[config.mk]
export PLATFORM = sky130hd
export DESIGN_NAME = pwm_dt_timer
export DESIGN_NICKNAME = d
export VERILOG_FILES = /design/src/rtl/tpwm_pkg.sv /design/src/rtl/tpwm_counter.sv /design/src/rtl/tpwm_capture.sv /design/src/rtl/tpwm_deadband.sv /design/src/rtl/pwm_dt_timer.sv
export SDC_FILE = /design/constraint.sdc
export NUM_CORES = 1
export LEC_CHECK = 0
export BUFFER_PORTS_ARGS = -buffer_cell sky130_fd_sc_hd__buf_2
export CAP_MARGIN = 40
export CELL_PAD_IN_SITES_DETAIL_PLACEMENT = 0
export CELL_PAD_IN_SITES_GLOBAL_PLACEMENT = 1
export CORE_AREA = 2 2 109 111
export DETAILED_ROUTE_END_ITERATION = 7
export DIE_AREA = 0 0 111 113
export PLACE_DENSITY = 0.8
export SYNTH_ARGS = -nofsm -noshare
export SYNTH_HDL_FRONTEND = slang
export SYNTH_HIERARCHICAL = 1
export SYNTH_SLANG_ARGS = --single-unit
[constraint.sdc]
create_clock -name clk_i -period 2.5 [get_ports clk_i]
set_clock_uncertainty 0.1 [all_clocks]
set_input_delay 0.125 -clock clk_i [delete_from_list [all_inputs] [get_ports clk_i]]
set_output_delay 0.125 -clock clk_i [all_outputs]
set_load 0.05 [all_outputs]
[src/rtl/tpwm_pkg.sv]
package tpwm_pkg;
  localparam int unsigned ADDR_W = 3;

  typedef enum logic [ADDR_W-1:0] {
    REG_PERIOD = 3'd0,
    REG_CMP    = 3'd1,
    REG_DEAD   = 3'd2,
    REG_CTRL   = 3'd3,
    REG_SAFE   = 3'd4
  } reg_addr_e;

  localparam int unsigned CTRL_RUN  = 0;
  localparam int unsigned CTRL_STOP = 1;
  localparam int unsigned CTRL_CLR  = 2;

  localparam int unsigned N_CH = 2;
endpackage

[src/rtl/tpwm_counter.sv]
module tpwm_counter #(
  parameter int unsigned CNT_W = 16
) (
  input  logic             clk_i,
  input  logic             rst_ni,
  input  logic             ctrl_wr_i,
  input  logic             run_set_i,
  input  logic             clr_i,
  input  logic             stop_i,
  input  logic [CNT_W-1:0] period_i,
  output logic [CNT_W-1:0] cnt_o,
  output logic             run_o,
  output logic             tc_o,
  output logic             period_start_o
);
  logic [CNT_W-1:0] cnt_q;
  logic             run_q;
  logic             at_end;

  assign at_end = (cnt_q == period_i);
  assign tc_o   = run_q && at_end;
  assign period_start_o = (ctrl_wr_i && clr_i) ||
                          (!ctrl_wr_i && tc_o && !stop_i);

  always_ff @(posedge clk_i or negedge rst_ni) begin
    if (!rst_ni) begin
      cnt_q <= '0;
      run_q <= 1'b0;
    end else if (ctrl_wr_i) begin
      run_q <= run_set_i;
      if (clr_i) cnt_q <= '0;
    end else if (run_q) begin
      if (at_end) begin
        if (stop_i) run_q <= 1'b0;
        else        cnt_q <= '0;
      end else begin
        cnt_q <= cnt_q + 1'b1;
      end
    end
  end

  assign cnt_o = cnt_q;
  assign run_o = run_q;
endmodule

[src/rtl/tpwm_capture.sv]
module tpwm_capture #(
  parameter int unsigned CNT_W = 16
) (
  input  logic             clk_i,
  input  logic             rst_ni,
  input  logic             evt_i,
  input  logic             rd_i,
  input  logic [CNT_W-1:0] cnt_i,
  output logic [CNT_W-1:0] val_o,
  output logic             valid_o,
  output logic             ovf_o
);
  logic [CNT_W-1:0] val_q;
  logic             valid_q, ovf_q;

  always_ff @(posedge clk_i or negedge rst_ni) begin
    if (!rst_ni) begin
      val_q   <= '0;
      valid_q <= 1'b0;
      ovf_q   <= 1'b0;
    end else begin
      if (evt_i) val_q <= cnt_i;
      valid_q <= evt_i || (valid_q && !rd_i);
      // overwrite of an unread value, cleared by the read
      ovf_q   <= !rd_i && (ovf_q || (evt_i && valid_q));
    end
  end

  assign val_o   = val_q;
  assign valid_o = valid_q;
  assign ovf_o   = ovf_q;
endmodule

[src/rtl/tpwm_deadband.sv]
module tpwm_deadband #(
  parameter int unsigned DT_W = 8
) (
  input  logic            clk_i,
  input  logic            rst_ni,
  input  logic            in_i,
  input  logic [DT_W-1:0] dt_i,
  output logic            out_o
);
  logic [DT_W-1:0] hold_q;

  // cycles the source has been high, saturating
  always_ff @(posedge clk_i or negedge rst_ni) begin
    if (!rst_ni)                hold_q <= '0;
    else if (!in_i)             hold_q <= '0;
    else if (hold_q != '1)      hold_q <= hold_q + 1'b1;
  end

  assign out_o = in_i && (hold_q >= dt_i);
endmodule

[src/rtl/pwm_dt_timer.sv]
module pwm_dt_timer
  import tpwm_pkg::*;
#(
  parameter int unsigned CNT_W = 16,
  parameter int unsigned DT_W  = 8
) (
  input  logic              clk_i,
  input  logic              rst_ni,
  input  logic              wr_en_i,
  input  logic [ADDR_W-1:0] wr_addr_i,
  input  logic [CNT_W-1:0]  wr_data_i,
  input  logic              cap_evt_i,
  input  logic              cap_rd_i,
  input  logic              kill_i,
  output logic              pwm_o,
  output logic              pwm_n_o,
  output logic [CNT_W-1:0]  count_o,
  output logic [CNT_W-1:0]  cap_val_o,
  output logic              cap_valid_o,
  output logic              cap_ovf_o,
  output logic              run_o,
  output logic              tc_o,
  output logic              kill_act_o
);
  logic [CNT_W-1:0] prd_q, cmp_q;
  logic [DT_W-1:0]  dt_q;
  logic [N_CH-1:0]  safe_q;
  logic             stop_q, kill_q;
  logic             ctrl_wr, period_start, raw;
  logic [N_CH-1:0]  db_in, db_out;
  logic [CNT_W-1:0] cnt;

  assign ctrl_wr = wr_en_i && (wr_addr_i == REG_CTRL);

  always_ff @(posedge clk_i or negedge rst_ni) begin
    if (!rst_ni) begin
      prd_q  <= '0;
      cmp_q  <= '0;
      dt_q   <= '0;
      safe_q <= '0;
      stop_q <= 1'b0;
    end else if (wr_en_i) begin
      unique case (wr_addr_i)
        REG_PERIOD: prd_q  <= wr_data_i;
        REG_CMP:    cmp_q  <= wr_data_i;
        REG_DEAD:   dt_q   <= wr_data_i[DT_W-1:0];
        REG_CTRL:   stop_q <= wr_data_i[CTRL_STOP];
        REG_SAFE:   safe_q <= wr_data_i[N_CH-1:0];
        default: ;
      endcase
    end
  end

  tpwm_counter #(.CNT_W(CNT_W)) u_cnt (
    .clk_i          (clk_i),
    .rst_ni         (rst_ni),
    .ctrl_wr_i      (ctrl_wr),
    .run_set_i      (wr_data_i[CTRL_RUN]),
    .clr_i          (wr_data_i[CTRL_CLR]),
    .stop_i         (stop_q),
    .period_i       (prd_q),
    .cnt_o          (cnt),
    .run_o          (run_o),
    .tc_o           (tc_o),
    .period_start_o (period_start)
  );

  tpwm_capture #(.CNT_W(CNT_W)) u_cap (
    .clk_i   (clk_i),
    .rst_ni  (rst_ni),
    .evt_i   (cap_evt_i),
    .rd_i    (cap_rd_i),
    .cnt_i   (cnt),
    .val_o   (cap_val_o),
    .valid_o (cap_valid_o),
    .ovf_o   (cap_ovf_o)
  );

  assign raw   = (cnt < cmp_q);
  assign db_in = {~raw, raw};

  for (genvar g = 0; g < N_CH; g++) begin : g_db
    tpwm_deadband #(.DT_W(DT_W)) u_db (
      .clk_i  (clk_i),
      .rst_ni (rst_ni),
      .in_i   (db_in[g]),
      .dt_i   (dt_q),
      .out_o  (db_out[g])
    );
  end

  // override held from reset until the first period start
  always_ff @(posedge clk_i or negedge rst_ni) begin
    if (!rst_ni)           kill_q <= 1'b1;
    else if (kill_i)       kill_q <= 1'b1;
    else if (period_start) kill_q <= 1'b0;
  end

  assign kill_act_o = kill_i || kill_q;
  assign pwm_o      = kill_act_o ? safe_q[0] : db_out[0];
  assign pwm_n_o    = kill_act_o ? safe_q[1] : db_out[1];
  assign count_o    = cnt;
endmodule

==> results.py <==
metrics = {
    "place": {
        "dp_hpwl_um": 8960,
        "pre_cts_ws_ns": -0.0221,
        "portBuffers": 63,
        "routabilityCongestion": 0.867,
    },
    "setup_path": {
        "worst-path-max-fanout": 2,
        "worstPathArrival_ns": 2.40,
        "setup.worst_path.end_class": "output pin",
        "path_class": "register to output pin",
        "startpoint_type": "register",
        "crit_required_ns": 2.28,
    },
    "power": {
        "internal-power_w": 0.00401,
        "p_sw_w": 0.00237,
        "p_clk_frac": 0.272,
        "p_seq_frac": 0.341,
        "p_comb_frac": 0.387,
        "p_leak_nw": 3.11,
        "ir_drop_mv": 0.651,
        "swShare": 0.372,
        "power.density_nw_per_um2": 976,
    },
    "routing": {
        "vias_per_cell": 5.43,
        "drtIter0Drc": 206,
        "routed_wl_um": 12500,
        "vias": 3906,
        "drc": 0,
        "wire_per_inst_um": 17.4,
        "dr.pass1.iters": 5,
        "ant_nets": 0,
    },
    "final_layout": {
        "areaGrowthSynthToFinish_pct": 24.7,
        "final_nets": 630,
        "n_antenna_cell": 0,
        "layout-drive-gt1-share": 0.354,
        "fillers": 930,
    },
    "timing": {
        "hold_viol_final": 0,
        "worstMarginPinSlew_ns": 0.580,
        "setup_ws_ns": -0.121,
        "period_minus_slack_ns": 2.62,
        "whs_ns": 0.0188,
        "maxSlewViolCount": 0,
        "rsz0062_at_grt": "true",
        "setup_viol": 2,
        "slew_headroom": 0.613,
        "fmax_mhz": 381,
        "fin_tns_setup_ns": -0.242,
        "min_period_over_period": 1.05,
    },
    "die": {
        "fp.dieArea_um2": 12500,
        "io_pins": 64,
        "die_w_um": 111,
        "rows": 39,
        "die_y_um": 113,
        "core_um2": 11300,
        "start_util": 0.466,
    },
    "run": {
        "maxCapViolations": 0,
    },
    "logic_synthesis": {
        "synth_warnings": 6,
        "syn_area_um2": 5250,
        "ys.flop_type": "dfrtp_1",
        "synth_cells": 462,
        "ys_seq_area_frac": 0.453,
        "synth_cell_types": 56,
        "synth_area_leaders": "dfrtp_1 (45%), mux2_2 (11%), ha_1 (8.1%)",
        "synth_top_cell_area_share": 0.448,
        "yosys.area.top_type": "dfrtp_1",
        "synth_edf_count": 0,
        "ys_ff_latch": 95,
        "async_reset_ff_frac": 1.00,
        "synthesis.nets": 521,
        "syn_area_per_cell_um2": 11.4,
    },
    "cts": {
        "cts.sinks": 95,
        "cts_tree": "built",
        "ctsRootBufferMaster": "clkbuf_16",
        "clk_latency_ns": 0.34,
        "cts_made_buffers": 9,
        "cts_max_level": 3,
        "clk_pin_slew_ns": 0.07,
        "cts.path.max_buffers": 2,
    },
    "global_route": {
        "antenna_found_initial": 0,
        "grt_max_degree": 62,
        "overflow": 0,
        "grt_usage": 0.205,
        "grt_pass1_wl_um": 20100,
        "grt_pass1_vias": 3803,
    },
    "outcome": {
        "status": "finished, violations left",
        "failed_checks": "setup timing",
    },
    "worst_hold_path": {
        "hp-class": "primary input to register",
    },
}
[cells in the final DEF, fill, tap and decap left out, types with 3 or more instances in the layout]
| cell type | count |
|---|---|
| nor2b_1 | 3 |
| nor4_1 | 9 |
| dfrtp_1 | 93 |
| a21o_1 | 7 |
| a221o_1 | 6 |
| clkbuf_16 | 9 |
| o21ai_0 | 11 |
| inv_1 | 43 |
| mux2_4 | 10 |
| nor4_2 | 5 |
| ha_4 | 5 |
| dlygate4sd3_1 | 17 |
| buf_2 | 59 |
| a21oi_1 | 16 |
| nor4b_1 | 5 |
| or3_1 | 3 |
| nor3_1 | 9 |
| a211o_1 | 8 |
| nand3_1 | 11 |
| nand4_1 | 5 |
| and3_2 | 3 |
| bufinv_16 | 4 |
| nor2_2 | 3 |
| nand2_1 | 25 |
| buf_4 | 31 |
| ha_1 | 29 |
| o21a_1 | 3 |
| a31oi_1 | 4 |
| mux2_2 | 51 |
| xor2_1 | 16 |
| xnor2_1 | 4 |
| and3_1 | 10 |
| nor2_1 | 15 |
[synthesized netlist by cell type, drive strengths merged (2+ instances only)]
| library cell | instances |
|---|---|
| a2111oi | 3 |
| a211o | 8 |
| a211oi | 2 |
| a21o | 8 |
| a21oi | 16 |
| a221o | 6 |
| a31oi | 4 |
| and2 | 2 |
| and3 | 13 |
| and4 | 3 |
| and4bb | 2 |
| buf | 11 |
| clkbuf | 3 |
| dfrtp | 94 |
| ha | 34 |
| inv | 44 |
| mux2 | 61 |
| mux2i | 2 |
| nand2 | 25 |
| nand2b | 2 |
| nand3 | 11 |
| nand4 | 7 |
| nor2 | 19 |
| nor2b | 4 |
| nor3 | 9 |
| nor4 | 14 |
| nor4b | 5 |
| o211ai | 2 |
| o21a | 3 |
| o21ai | 13 |
| or3 | 3 |
| xnor2 | 4 |
| xor2 | 16 |
[metal layers]
layer	vias up	track usage	part of all wire
met4	0	0.0658	0.0089
li1	1879	-	-
met5	-	0	0
met3	7	0.0332	0.037
met2	100	0.314	0.47
met1	1920	0.299	0.49
[layout make-up]
type | instances | area [µm²] | area share
Clock buffer | 11 | 253 | 0.0386
Tap cell | 143 | 179 | 0.0273
Multi-Input combinational cell | 309 | 2670 | 0.408
Clock inverter | 5 | 128 | 0.0195
Sequential cell | 95 | 2380 | 0.364
Inverter | 44 | 165 | 0.0252
Timing Repair Buffer | 112 | 771 | 0.118
[kinds of logic (layout without fill, tap and decap cells)]
family | after synthesis | in the layout | share of synthesized area
flops | 95 | 95 | 0.453
buf+inv | 58 | 172 | 0.0563
simple gates | 121 | 121 | 0.142
xor+xnor | 20 | 20 | 0.0334
fa+ha+maj | 34 | 34 | 0.0811
mux | 63 | 63 | 0.140
compound gates | 71 | 71 | 0.0939
[critical path, cell delays in order, from the launching register on]
cell	delay (ns)
dfrtp_1	0.39
ha_1	0.28
o21a_1	0.11
nor2_1	0.04
o311a_1	0.40
o31a_1	0.29
o21a_1	0.12
mux2_4	0.27
buf_8	0.15
[power by group through the flow]
stage                     sequential, W  combinational, W  clock (W)
after floorplan                 0.00266           0.00117          0
after global placement          0.00218           0.00229          0
after detailed placement        0.00220           0.00233          0
after CTS                       0.00217           0.00243    0.00177
after global routing            0.00223           0.00270    0.00184
final                           0.00218           0.00247    0.00173
[path summary, 6_finish.rpt]
check                                            from  depth (start not counted)                     endpoint  slack, ns
min in group asynchronous                      rst_ni                          2  u_cap/val_o[14]$_DFFE_PN0P_       0.18
max in group asynchronous                      rst_ni                          3          dt_q[5]$_DFFE_PN0P_       1.43
min                                      wr_data_i[1]                          2          dt_q[1]$_DFFE_PN0P_       0.02
max                        u_cnt/cnt_o[3]$_DFFE_PN0P_                          8                        pwm_o      -0.12
max reg2reg                u_cnt/cnt_o[7]$_DFFE_PN0P_                          8   u_cnt/cnt_o[5]$_DFFE_PN0P_       0.18
min reg2reg                u_cap/val_o[9]$_DFFE_PN0P_                          1   u_cap/val_o[9]$_DFFE_PN0P_       0.40
[metrics by stage]
| step | utilization | instances | total power (W) | area [µm²] |
|---|---|---|---|---|
| after global routing | 0.580 | 719 | 0.00677 | 6540 |
| after detailed placement | 0.519 | 683 | 0.00454 | 5850 |
| final | 0.580 | 719 | 0.00639 | 6540 |
| after floorplan | - | 462 | 0.00383 | 5250 |
| after CTS | 0.575 | 718 | 0.00637 | 6480 |
| after global placement | 0.519 | 683 | 0.00447 | 5850 |
[flip-flops by register name, indices dropped and copies added (netlist names), 2 cells and up]
| register | flops |
|---|---|
| cmp_q | 16 |
| g_db.u_db/hold_q | 16 |
| prd_q | 16 |
| u_cap/val_o | 16 |
| u_cnt/cnt_o | 16 |
| dt_q | 8 |
| safe_q | 2 |
[timing repair]
item | in CTS | in global routing
endpoints found under the hold margin | 71 | 0
endpoints found under the setup margin | 3 | 3
hold buffers | 17 | 0
pin swaps | 5 | 6
gates resized for setup | 15 | 8
setup buffers | 2 | 1
Note: power is estimated with default switching activity, not from simulation.
